## config.mk

```make
export PLATFORM = sky130hd
export DESIGN_NAME = osb_timer
export DESIGN_NICKNAME = d
export VERILOG_FILES = /design/src/rtl/osb_pkg.sv /design/src/rtl/osb_count.sv /design/src/rtl/osb_regs.sv /design/src/rtl/osb_timer.sv
export SDC_FILE = /design/constraint.sdc
export NUM_CORES = 1
export LEC_CHECK = 0
export ABC_CLOCK_PERIOD_IN_PS = 6600
export BUFFER_PORTS_ARGS = -buffer_cell sky130_fd_sc_hd__buf_2
export CORE_MARGIN = 10
export CORE_UTILIZATION = 55
export DETAILED_ROUTE_END_ITERATION = 8
export PLACE_DENSITY_LB_ADDON = 0.08
export SLEW_MARGIN = 5
export SYNTH_ARGS = -nofsm -noshare
export SYNTH_HDL_FRONTEND = slang
export SYNTH_SLANG_ARGS = --single-unit
```

## constraint.sdc

```tcl
create_clock -name clk_i -period 6.6 [get_ports clk_i]
set_input_delay 0.33 -clock clk_i [delete_from_list [all_inputs] [get_ports clk_i]]
set_output_delay 0.33 -clock clk_i [all_outputs]
set_load 0.05 [all_outputs]
```

## src/rtl/osb_pkg.sv

```systemverilog
package osb_pkg;
  localparam int unsigned WORD_W = 32;
  localparam int unsigned ADDR_W = 3;

  typedef enum logic [ADDR_W-1:0] {
    REG_CNT_LO  = 3'd0,
    REG_CNT_HI  = 3'd1,
    REG_HI_SNAP = 3'd2,
    REG_CMP_LO  = 3'd3,
    REG_CMP_HI  = 3'd4,
    REG_CTRL    = 3'd5,
    REG_EN_SET  = 3'd6
  } reg_addr_e;

  localparam int unsigned MODE_BIT = 15;
  localparam int unsigned EN_BIT   = 15;
  localparam int unsigned FLAG_BIT = 0;
endpackage

```

## src/rtl/osb_count.sv

```systemverilog
module osb_count
  import osb_pkg::*;
#(
  parameter int unsigned CNT_W = 64,
  parameter int unsigned NW    = CNT_W / WORD_W
) (
  input  logic              clk_i,
  input  logic              rst_ni,
  input  logic              run_i,
  input  logic              free_i,
  input  logic [CNT_W-1:0]  cmp_i,
  input  logic [NW-1:0]     wr_word_i,
  input  logic [WORD_W-1:0] wdata_i,
  output logic [CNT_W-1:0]  cnt_o,
  output logic              hit_o
);
  localparam logic [CNT_W-1:0] ONE = CNT_W'(1);

  logic [CNT_W-1:0] cnt_q, cnt_d;
  logic             wr_any;

  assign wr_any = |wr_word_i;
  assign hit_o  = run_i && (cnt_q == cmp_i);
  assign cnt_o  = cnt_q;

  always_comb begin
    cnt_d = cnt_q;
    if (wr_any) begin
      // software load wins over counting
      for (int w = 0; w < int'(NW); w++)
        if (wr_word_i[w]) cnt_d[w*WORD_W +: WORD_W] = wdata_i;
    end else if (run_i) begin
      cnt_d = (hit_o && !free_i) ? '0 : cnt_q + ONE;
    end
  end

  always_ff @(posedge clk_i or negedge rst_ni)
    if (!rst_ni) cnt_q <= '0;
    else         cnt_q <= cnt_d;

  a_r2_step: assert property (@(posedge clk_i) disable iff (!rst_ni)
    (run_i && !wr_any && !(hit_o && !free_i)) |=> cnt_o == $past(cnt_o) + ONE);
  a_r2_hold: assert property (@(posedge clk_i) disable iff (!rst_ni)
    (!run_i && !wr_any) |=> $stable(cnt_o));
  a_r6_zero_on_match: assert property (@(posedge clk_i) disable iff (!rst_ni)
    (run_i && hit_o && !free_i && !wr_any) |=> cnt_o == '0);
  a_r8_no_step_on_write: assert property (@(posedge clk_i) disable iff (!rst_ni)
    (wr_word_i[0]) |=> cnt_o[WORD_W-1:0] == $past(wdata_i));
endmodule

```

## src/rtl/osb_regs.sv

```systemverilog
module osb_regs
  import osb_pkg::*;
#(
  parameter bit          WIDE  = 1'b1,
  parameter int unsigned CNT_W = WIDE ? 64 : 32,
  parameter int unsigned NW    = CNT_W / WORD_W
) (
  input  logic              clk_i,
  input  logic              rst_ni,
  input  logic              req_i,
  input  logic              we_i,
  input  logic [ADDR_W-1:0] addr_i,
  input  logic [WORD_W-1:0] wdata_i,
  output logic [WORD_W-1:0] rdata_o,
  input  logic [CNT_W-1:0]  cnt_i,
  input  logic              hit_i,
  output logic [NW-1:0]     wr_word_o,
  output logic              free_o,
  output logic              en_o,
  output logic [CNT_W-1:0]  cmp_o
);
  logic wr, rd;
  logic en_q, free_q, flag_q;
  logic [CNT_W-1:0]  cmp_q;
  logic [WORD_W-1:0] rdata_q, rd_mux;
  logic [WORD_W-1:0] lo_rd, hi_rd, snap_rd, cmph_rd, ctrl_rd, en_rd;

  assign wr = req_i && we_i;
  assign rd = req_i && !we_i;

  function automatic logic [ADDR_W-1:0] cmp_addr(int w);
    return (w == 0) ? REG_CMP_LO : REG_CMP_HI;
  endfunction

  if (WIDE) begin : g_wide
    logic [WORD_W-1:0] snap_q;
    assign wr_word_o = {wr && addr_i == REG_CNT_HI, wr && addr_i == REG_CNT_LO};
    assign lo_rd     = cnt_i[WORD_W-1:0];
    assign hi_rd     = cnt_i[CNT_W-1 -: WORD_W];
    assign cmph_rd   = cmp_q[CNT_W-1 -: WORD_W];
    assign snap_rd   = snap_q;

    // low-word read freezes the high word of the same cycle
    always_ff @(posedge clk_i or negedge rst_ni)
      if (!rst_ni)                          snap_q <= '0;
      else if (rd && addr_i == REG_CNT_LO)  snap_q <= cnt_i[CNT_W-1 -: WORD_W];

    a_r4_snap_capture: assert property (@(posedge clk_i) disable iff (!rst_ni)
      (rd && addr_i == REG_CNT_LO) |=> snap_q == $past(cnt_i[CNT_W-1 -: WORD_W]));
    a_r5_snap_held: assert property (@(posedge clk_i) disable iff (!rst_ni)
      !(rd && addr_i == REG_CNT_LO) |=> $stable(snap_q));
    a_r4_lo_return: assert property (@(posedge clk_i) disable iff (!rst_ni)
      (rd && addr_i == REG_CNT_LO) |=> rdata_o == $past(cnt_i[WORD_W-1:0]));
  end else begin : g_narrow
    assign wr_word_o = wr && addr_i == REG_CNT_HI;
    assign lo_rd     = '0;
    assign hi_rd     = cnt_i;
    assign cmph_rd   = '0;
    assign snap_rd   = '0;
  end

  always_comb begin
    ctrl_rd           = '0;
    ctrl_rd[MODE_BIT] = free_q;
    ctrl_rd[FLAG_BIT] = flag_q;
    en_rd             = '0;
    en_rd[EN_BIT]     = en_q;
  end

  always_comb begin
    case (addr_i)
      REG_CNT_LO:  rd_mux = lo_rd;
      REG_CNT_HI:  rd_mux = hi_rd;
      REG_HI_SNAP: rd_mux = snap_rd;
      REG_CMP_LO:  rd_mux = cmp_q[WORD_W-1:0];
      REG_CMP_HI:  rd_mux = cmph_rd;
      REG_CTRL:    rd_mux = ctrl_rd;
      REG_EN_SET:  rd_mux = en_rd;
      default:     rd_mux = '0;
    endcase
  end

  always_ff @(posedge clk_i or negedge rst_ni) begin
    if (!rst_ni) begin
      en_q    <= 1'b0;
      free_q  <= 1'b0;
      flag_q  <= 1'b0;
      cmp_q   <= '0;
      rdata_q <= '0;
    end else begin
      if (rd) rdata_q <= rd_mux;
      if (wr && addr_i == REG_EN_SET && wdata_i[EN_BIT]) en_q <= 1'b1;
      if (wr && addr_i == REG_CTRL) free_q <= wdata_i[MODE_BIT];
      // a match in the same cycle beats the clear
      if (hit_i)                                                flag_q <= 1'b1;
      else if (wr && addr_i == REG_CTRL && wdata_i[FLAG_BIT])   flag_q <= 1'b0;
      for (int w = 0; w < int'(NW); w++)
        if (wr && addr_i == cmp_addr(w)) cmp_q[w*WORD_W +: WORD_W] <= wdata_i;
    end
  end

  assign rdata_o = rdata_q;
  assign free_o  = free_q;
  assign en_o    = en_q;
  assign cmp_o   = cmp_q;

  a_r3_enable_sticky: assert property (@(posedge clk_i) disable iff (!rst_ni)
    en_q |=> en_q);
  a_r3_zero_write_no_effect: assert property (@(posedge clk_i) disable iff (!rst_ni)
    (!en_q && !(wr && addr_i == REG_EN_SET && wdata_i[EN_BIT])) |=> !en_q);
  a_r7_flag_sets: assert property (@(posedge clk_i) disable iff (!rst_ni)
    hit_i |=> flag_q);
  a_r7_flag_clears: assert property (@(posedge clk_i) disable iff (!rst_ni)
    (!hit_i && wr && addr_i == REG_CTRL && wdata_i[FLAG_BIT]) |=> !flag_q);
endmodule

```

## src/rtl/osb_timer.sv

```systemverilog
module osb_timer
  import osb_pkg::*;
#(
  parameter bit WIDE = 1'b1
) (
  input  logic              clk_i,
  input  logic              rst_ni,
  input  logic              tick_i,
  input  logic              req_i,
  input  logic              we_i,
  input  logic [ADDR_W-1:0] addr_i,
  input  logic [WORD_W-1:0] wdata_i,
  output logic [WORD_W-1:0] rdata_o
);
  localparam int unsigned CNT_W = WIDE ? 64 : 32;
  localparam int unsigned NW    = CNT_W / WORD_W;

  logic [CNT_W-1:0] cnt, cmp;
  logic [NW-1:0]    wr_word;
  logic             hit, free, en, run;

  assign run = en && tick_i;

  osb_regs #(.WIDE(WIDE), .CNT_W(CNT_W), .NW(NW)) u_regs (
    .clk_i, .rst_ni, .req_i, .we_i, .addr_i, .wdata_i, .rdata_o,
    .cnt_i(cnt), .hit_i(hit), .wr_word_o(wr_word),
    .free_o(free), .en_o(en), .cmp_o(cmp)
  );

  osb_count #(.CNT_W(CNT_W), .NW(NW)) u_count (
    .clk_i, .rst_ni, .run_i(run), .free_i(free), .cmp_i(cmp),
    .wr_word_i(wr_word), .wdata_i, .cnt_o(cnt), .hit_o(hit)
  );

  a_r2_disabled_idle: assert property (@(posedge clk_i) disable iff (!rst_ni)
    (!en && !(|wr_word)) |=> $stable(cnt));
endmodule

```

# == After elaboration in Yosys (flattened, before gate mapping) ==
# Cells that the tools add are included.
# op_classes
eq_ne,9
add_sub_neg,1
n_reduce_logical,22
n_mux,8
# ops
op,n
one-hot mux 32 bit (7 select lines),1
2-to-1 mux 64 bit,3
adder 64 x 1 -> 64 bit (second input constant),1
equality test 64 bit,1
2-to-1 mux 32 bit,2
logical AND 1 bit,14
equality test 3 bit (second input constant),3
equality test 3 x 2 -> 1 bit (second input constant),2
!= test 2 x 1 -> 1 bit (second input constant),2
AND reduction 2 bit,2
nonzero test 2 bit,2
equality test 3 x 1 -> 1 bit (second input constant),1
zero test 3 bit,1
zero test 1 bit,2
2-to-1 mux 1 bit,2
OR reduction 2 bit,1
# totals
in_bits,40
word_cells,49
regBits,195
output_inout_bits,32

# == Logic depth before layout (Yosys ltp) ==
# Gate-level depths: netlist (run 1).
# depth
ltp_word,6
mapped_depth,10
ltp_nobuf,8

# == Cells and area by module ==
# Synthesis (run 1) repeated with hierarchy kept, for this count alone.
# unflattened
hier_cells,1121
area_unflattened_um2,11382.2
# modules_own_cells
module,n_inst,seq_area_each_um2,area_each_um2,cells_per_inst
osb_regs,1,3278.1,6108.4,466
osb_count,1,1601.5,5267.6,654
osb_timer,1,0.0,6.3,1

# == Least setup slack after synthesis (run 1) ==
# Ideal clock, no wire load.
# synth_path
path_type,register -> register
from,"reg u_count.cnt_q[25], in the netlist u_count.cnt_o[25]"
to,"reg u_count.cnt_q[19], in the netlist u_count.cnt_o[19]"
path_buffers,2
period_less_slack_ns,2.542
path_slack_ns,4.058
required_time_ns,6.479
t_arrival_ns,2.421
path_stages_with_launch,10
setup_ns,0.121
path_cell_list,dfrtp_1 -> buf_2 -> nor2b_1 -> a2111o_1 -> nor4_1 -> nand4_1 -> or3_1 -> buf_2 -> a31o_2 -> a22o_1
# synth_between
elab_chain_cells,6
# synth_rtl
item,line,source
"start, declared",osb_count.sv:19,"logic [CNT_W-1:0] cnt_q, cnt_d;"
"start signal, assigned",osb_count.sv:39,else cnt_q <= cnt_d;
equality test 64 bit,osb_count.sv:23,assign hit_o = run_i && (cnt_q == cmp_i);
logical AND 1 bit,osb_count.sv:23,
logical AND 1 bit,osb_count.sv:33,cnt_d = (hit_o && !free_i) ? '0 : cnt_q + ONE;
2-to-1 mux 64 bit,osb_count.sv:33,
2-to-1 mux 64 bit,osb_count.sv:32,end else if (run_i) begin
2-to-1 mux 64 bit,osb_count.sv:28,if (wr_any) begin
# No other way between the ends. The select of a mux whose other input is x is not followed.
# A chain may end at the register's enable or synchronous reset.

# == Worst setup path after layout (run 1) ==
# layout_path
from,"reg u_count.cnt_q[31], in the netlist u_count.cnt_o[31]"
to,"reg u_count.cnt_q[41], in the netlist u_count.cnt_o[41]"
# layout_between
elab_chain_cells,6
word_cells_on_any_way,7
classes_between,1 x add/sub; 1 x eq/ne; 3 x mux; 2 x reduce/logical
# layout_rtl
item,line
"parallel branches: the longest is 3 deep, another holds adder 64 x 1 -> 64 bit",--
2-to-1 mux 64 bit *,osb_count.sv:33
2-to-1 mux 64 bit *,osb_count.sv:32
2-to-1 mux 64 bit *,osb_count.sv:28
# Every way passes the cells marked *. The select of a mux whose other input is x is not followed.

==> summary.md, run 1 <==
| Metric | Value |
|---|---|
| CP max stage delay | `0.79 ns` |
| CTS tree | `built` |
| Kind of critical path | `register to register` |
| Worst VDD drop | `0.158 mV` |
| Final RePlAce weighted congestion | `1.03` |
| Hold Vio Cnt, Final | `0` |
| Critical path's slowest cell | `buf_4` |
| Seq/Total Area, Yosys | `44.1%` |
| Max_cap viols | `0` |
| Ant. Diodes | `0` |
| First-pass GRT wire length | `55900 µm` |
| CP Capture Type | `register` |
| DR iter-0 viols | `just under 1000` |
| Setup violations, final | `0` |
| Yosys reg bits | `195` |
| Final Non-Filler Cells | `1440` |
| Layout cells sized above 1 | `between 20% and 30%` |
| Area grow syn2layout | `9.92%` |
| Largest net degree at the start of global routing | `90` |
| Hold path depth | `3` |
| CP Max Fanout | `89` |
| Main synth FF type | `dfrtp_1` |
| Tmin final | `roughly 4.1 ns` |
| Clock Tree Root | `clkbuf_16` |
| FF-to-FF path depth | `8` |
| Fillcell total | `1728` |
| Worst Skew | `0.0129 ns` |
| Syn_nets | `1200` |
| Avg Cell Area, Syn | `9.55 µm²` |
| Num CTS Buffers | `17` |
| Synth Warn # | `0` |
| Final Core Density | `roughly three fifths` |
| Pins Over Slew Limit | `0` |
| Total number of vias | `9475` |
| CTS Sinks | `195` |
| I/O pins | `72` |
| FF-to-FF End | `u_count.cnt_o[41]` |
| Drt first pass iters | `6` |
| GRT Total Usage | `around 27%` |
| Drt drc | `0` |
| Hold_sp | `wdata_i[5]` |
| Die Y | `roughly 160 µm` |
| Total power draw | `3.88 mW` |
| Worst Hold End | `u_regs.cmp_o[37]` |
| Hpwl dp | `between 20000 and 25000 µm` |
| Core Area | `0.0197 mm²` |
| CP dominant cell by count | `nand4_1` |
| Post-CTS Repair Setup Buffers | `0` |
| Row count | `51` |
| Status | `completed` |
| Cells after synthesis | `1159` |
| Leak | `4.96 nW` |
| H-tree levels | `4` |
| Placed cell count | `1407` |
| Initial Util | `56.3%` |
| Pre-CTS setup slack | `2.77 ns` |
| Post-synth EDFFs | `0` |
| Critical Path AT | `4.40 ns` |
| GRT overflow | `0` |
| Worst r2r src | `u_count.cnt_o[31]` |
| RSZ-0062 raised after global routing | `no` |
| Top cell family by delay on the critical path | `compound AO/OA/AOI/OAI gates` |
| Worst Setup Slack, final | `2.53 ns` |
| Vias in the first global route | `9396` |
| Yosys cell types | `53` |
| Crit path cell chain | `xnor2_1, nand4_1, nor4_1, nand4_1, o31ai_4, buf_4, o21ai_0, a22o_1` |
| Actual slew at the worst max-slew pin | `1.20 ns` |
| Worst-Skew Late Latency | `0.44 ns` |
| Clk buf depth | `2` |
| Worst rel slew slack | `19.5%` |
| Fmax | `245 MHz` |
| Post-DRT Antenna Nets | `0` |
| Initial antenna violation count | `0` |
| Setup TNS | `0 ns` |
| Power Density | `about 320 mW/mm²` |
| Wire per inst | `roughly 25 µm` |
| Die area | `0.0262 mm²` |
| Post-cts sizing count | `0` |
| Die width | `162 µm` |
| R2R setup slack | `2.53 ns` |
| Worst Hold Class | `primary input to register` |
| Startpoint types | `register` |
| Async SR Flop Fraction | `100%` |
| Worst EP required | `6.92 ns` |
| Post-synthesis cell area | `0.0111 mm²` |
| Post-Route WL | `roughly 36000 µm` |
| Layout Nets | `roughly 1200` |
| Vias per inst | `between 6 and 7` |
| Final period utilization | `a little over 60%` |
| Port bufs | `71` |
| Clk slew on worst S/H paths | `0.08 ns` |
| Buffer and inverter count on the worst path | `1` |
cells in the mapped netlist (all sizes together), types with 12 or more instances:
master,count,share of area [%]
a221oi,29,2.3
a22o,40,3.2
and3,13,0.74
buf,16,0.78
clkbuf,88,3.0
dfrtp,195,44
inv,20,0.68
mux2,95,9.7
mux2i,29,2.6
nand2,151,5.1
nand2b,23,1.3
nand3,33,1.5
nand4,29,1.6
nor2,48,1.6
nor4,17,1.1
o21ai,122,5.5
o31ai,28,2.0
o41ai,16,1.3
or4,12,0.81
xnor2,43,3.4
where the power goes:
| part | switching, mW | total, mW | internal (mW) |
|---|---|---|---|
| combinational | 0.549 | 0.950 | 0.401 |
| clock | 0.497 | 1.14 | 0.641 |
| sequential | 0.342 | 1.79 | 1.45 |
layout by cell type (no fill, tap or decap), types with 27 or more instances in the layout:
cell type  instances
mux2i_1           29
nor2_1            45
dfrtp_1          195
a22o_1            40
o31ai_1           27
buf_2             70
nand4_1           29
o21ai_0          110
xnor2_1           43
nand3_1           33
a221oi_1          29
mux2_2            95
nand2_1          151
repair_timing:
action                                  CTS  global route
hold endpoints to repair                 47             0
endpoints found under the setup margin    0             0
hold buffers                              1             0
cell families (layout without fill, tap and decap cells):
logic type                 Yosys count  count (layout)  synth area share (%)
and+or+nand+nor                    371             371                  16.5
AOI/OAI and AO/OA                  298             298                  18.7
DFF                                195             195                  44.1
muxes                              125             125                  12.5
buffers and inverters              124             140                  4.47
xor gates and xnor gates            45              45                  3.56
adders and majority gates            1               1                 0.113
state kept, by name, summed over array words and instances, names as in the netlist:
| name | count |
|---|---|
| u_count.cnt_o | 64 |
| u_regs.cmp_o | 64 |
| u_regs.en_o | 1 |
| u_regs.flag_q | 1 |
| u_regs.free_o | 1 |
| u_regs.g_wide.snap_q | 32 |
| u_regs.rdata_o | 32 |
metrics by stage:
step	hold slack [ns]	instance area [µm²]
after floorplan	0.0344	11100
after global placement	0.445	11500
after detailed placement	0.441	11500
after CTS	0.122	12200
after global routing	0.144	12200
final	0.126	12200
area by class of cell:
cell class	instances	area (µm²)	area share, %
inverters	20	75.1	0.617
clock inverters	14	200	1.65
multi-input cells	840	5750	47.3
well taps	265	332	2.73
clock buffers	18	429	3.53
repair buffers	88	494	4.06
flip-flops and latches	195	4880	40.1
worst max path at each step:
stage                     cells after the start              start  slack [ns]           endpoint
after global routing                          8  u_count.cnt_o[31]        2.42  u_count.cnt_o[41]
after CTS                                     8  u_count.cnt_o[31]        2.71  u_count.cnt_o[41]
after detailed placement                      8  u_count.cnt_o[31]        2.77  u_count.cnt_o[51]
after global placement                        7          addr_i[2]        2.74  u_count.cnt_o[23]
final                                         8  u_count.cnt_o[31]        2.53  u_count.cnt_o[41]
after floorplan                               9  u_count.cnt_o[25]        4.06  u_count.cnt_o[19]
worst min-delay path, cell delays in order:
cell and delay, ns:
buf_2 0.10, nand2_1 0.04, o21ai_0 0.06
routing by layer:
layer	vias to the layer above	global-route usage [%]	wire length, µm	part of all wire (%)
met5	-	0	0	0
met4	0	11.2	1400	3.9
met3	90	7.33	3260	9.1
met2	444	40.8	16000	44
met1	4675	36.8	15300	43
li1	4266	-	-	-
Power figures use the tool's default switching activity.
==> run 2, diff against run 1 <==
ABC_CLOCK_PERIOD_IN_PS = 4200   (was 6600)
clock period = 4.2 ns   (was 6.6 ns; I/O delays follow)
==> run 2 against run 1 <==
  * First-iteration DRC count up 5.9%
  * Critical path depth is the same
  * Combinational power is 61% higher
  * Count of clock-buffer cells in the layout unchanged
  * Non-clock buffer count increased by 16
  * Register-to-register slack lost 1.5 ns
  * Die area stayed put
==> summary.md, run 2 (synthesis results as in run 1) <==
| Metric | Value |
|---|---|
| GRT overflow | `0 (unchanged)` |
| Critical Path AT | `3.54 ns (was 4.40 ns)` |
| Wire per inst | `25.6 µm (was 25.0 µm)` |
| Die Y | `162 µm (unchanged)` |
| Ant. Diodes | `0 (unchanged)` |
| Vias in the first global route | `9297 (was 9396)` |
| Drt first pass iters | `9 (was 6)` |
| CTS Sinks | `195 (unchanged)` |
| Power Density | `490 mW/mm² (was 319 mW/mm²)` |
| Die area | `0.0262 mm² (unchanged)` |
| Met1 wire length | `15900 µm (was 15300 µm)` |
| CTS tree | `built (unchanged)` |
| Num CTS Buffers | `17 (unchanged)` |
| Max_cap viols | `0 (unchanged)` |
| Actual slew at the worst max-slew pin | `0.971 ns (was 1.20 ns)` |
| Pre-CTS setup slack | `1.07 ns (was 2.77 ns)` |
| Setup violations, final | `0 (unchanged)` |
| Vias per inst | `6.69 (was 6.58)` |
| Max layer used | `met4 (unchanged)` |
| R2R setup slack | `1.0 ns (was 2.53 ns)` |
| Hpwl dp | `26000 µm (was 24700 µm)` |
| Final RePlAce weighted congestion | `1.00 (was 1.03)` |
| H-tree levels | `4 (unchanged)` |
| RSZ-0062 raised after global routing | `no (unchanged)` |
| Worst Hold Class | `primary input to register (unchanged)` |
| Port bufs | `71 (unchanged)` |
| Drt drc | `0 (unchanged)` |
| Setup TNS | `0 ns (unchanged)` |
| Cts hold-fix bufs | `1 (unchanged)` |
| Fmax | `312 MHz (was 245 MHz)` |
| Clock Tree Root | `clkbuf_16 (unchanged)` |
| Status | `completed (unchanged)` |
| DR iter-0 viols | `1029 (was 972)` |
| Leak | `5.03 nW (was 4.96 nW)` |
| Area grow syn2layout | `10.7% (was 9.92%)` |
| Largest net degree at the start of global routing | `112 (was 90)` |
| Hold Vio Cnt, Final | `0 (unchanged)` |
| Worst-Skew Late Latency | `0.45 ns (was 0.44 ns)` |
| Startpoint types | `register (unchanged)` |
| Worst rel slew slack | `35.3% (was 19.5%)` |
| Commonest non-fill, non-tap cell in the layout | `dfrtp_1 (unchanged)` |
| Post-Route WL | `37300 µm (was 35900 µm)` |
| Core Area | `0.0197 mm² (unchanged)` |
| Met3 wire len | `3310 µm (was 3260 µm)` |
| Initial Util | `56.3% (unchanged)` |
| Die width | `162 µm (unchanged)` |
| Post-CTS Repair Setup Buffers | `0 (unchanged)` |
| Multi-input logic area | `0.00574 mm² (was 0.00575 mm²)` |
| I/O pins | `72 (unchanged)` |
| FF/Latch Area | `0.00488 mm² (unchanged)` |
| Clk slew on worst S/H paths | `0.08 ns (about the same)` |
| Clk buf depth | `2 (unchanged)` |
| DR WL met2 | `16900 µm (was 16000 µm)` |
| Initial antenna violation count | `0 (unchanged)` |
| GRT Total Usage | `28.1% (was 27.3%)` |
| Layout Nets | `1219 (was 1203)` |
| Post-DRT Antenna Nets | `0 (unchanged)` |
| Tmin final | `3.20 ns (was 4.07 ns)` |
| Most frequent cells in the layout | `dfrtp_1, nand2_1, o21ai_0 (unchanged)` |
| Final period utilization | `76.3% (was 61.7%)` |
| Fillcell total | `1744 (was 1728)` |
| First-pass GRT wire length | `56800 µm (was 55900 µm)` |
| Worst Setup Slack, final | `0.996 ns (was 2.53 ns)` |
| CP Max Fanout | `67 (was 89)` |
| Kind of critical path | `register to register (unchanged)` |
| Total number of vias | `9736 (was 9475)` |
| Worst Skew | `0.00983 ns (was 0.0129 ns)` |
| Layout cells sized above 1 | `21.5% (was 20.4%)` |
| CP Capture Type | `register (unchanged)` |
| Post-cts sizing count | `0 (unchanged)` |
| Worst EP required | `4.53 ns (was 6.92 ns)` |
| Row count | `51 (unchanged)` |
| Pins Over Slew Limit | `0 (unchanged)` |
| Worst VDD drop | `0.292 mV (was 0.158 mV)` |
run 2: worst paths after layout:
path                       depth (start not counted)                        to                from
setup / recovery                                   8         u_count.cnt_o[55]   u_count.cnt_o[57]
hold / removal                                     3          u_regs.cmp_o[61]         wdata_i[29]
setup reg to reg                                   8         u_count.cnt_o[55]   u_count.cnt_o[57]
hold reg to reg                                    2        u_regs.rdata_o[17]  u_regs.rdata_o[17]
max in group asynchronous                          3  u_regs.g_wide.snap_q[28]              rst_ni
min in group asynchronous                          2         u_regs.rdata_o[8]              rst_ni
run 2: critical path, cell delays in order, from the launching register on:
cell and delay (ns):
dfrtp_1 0.46, xnor2_1 0.39, nand4_1 0.23, nor4_1 0.37, nand3_1 0.28, o31ai_4 0.24
buf_4 0.61, o21ai_1 0.18, a211o_1 0.32
run 2: per-layer routing:
metal | up-vias | global-route usage, %
li1 | 4293 | -
met5 | - | 0
met1 | 4856 | 38.7
met2 | 518 | 42.4
met3 | 69 | 6.22
met4 | 0 | 10.7
run 2: cell type report:
| type | count | area share (%) |
|---|---|---|
| clock inverter | 14 | 1.24 |
| sequential | 195 | 39.9 |
| tap | 265 | 2.71 |
| timing repair buffer | 104 | 5.12 |
| multi-input combinational | 840 | 46.9 |
| clock buffer | 18 | 3.59 |
| inverter | 20 | 0.613 |
run 2: stage by stage:
step / hold slack, ns / util [%] / power (mW) / instances / cell area (µm²)
final: 0.0231 / 62.3 / 6.00 / 1456 / 12200
after global routing: 0.0234 / 62.3 / 6.25 / 1456 / 12200
after CTS: 0.00722 / 62.3 / 5.98 / 1456 / 12200
after detailed placement: 0.409 / 59.2 / 4.33 / 1423 / 11600
after global placement: 0.408 / 59.2 / 4.30 / 1423 / 11600
after floorplan: -0.0856 / - / 3.74 / 1159 / 11100
run 2: where the power goes:
part	total (mW)	switching, mW	internal (mW)
Sequential	2.82	0.541	2.28
Combinational	1.53	0.885	0.643
Clock	1.65	0.797	0.855
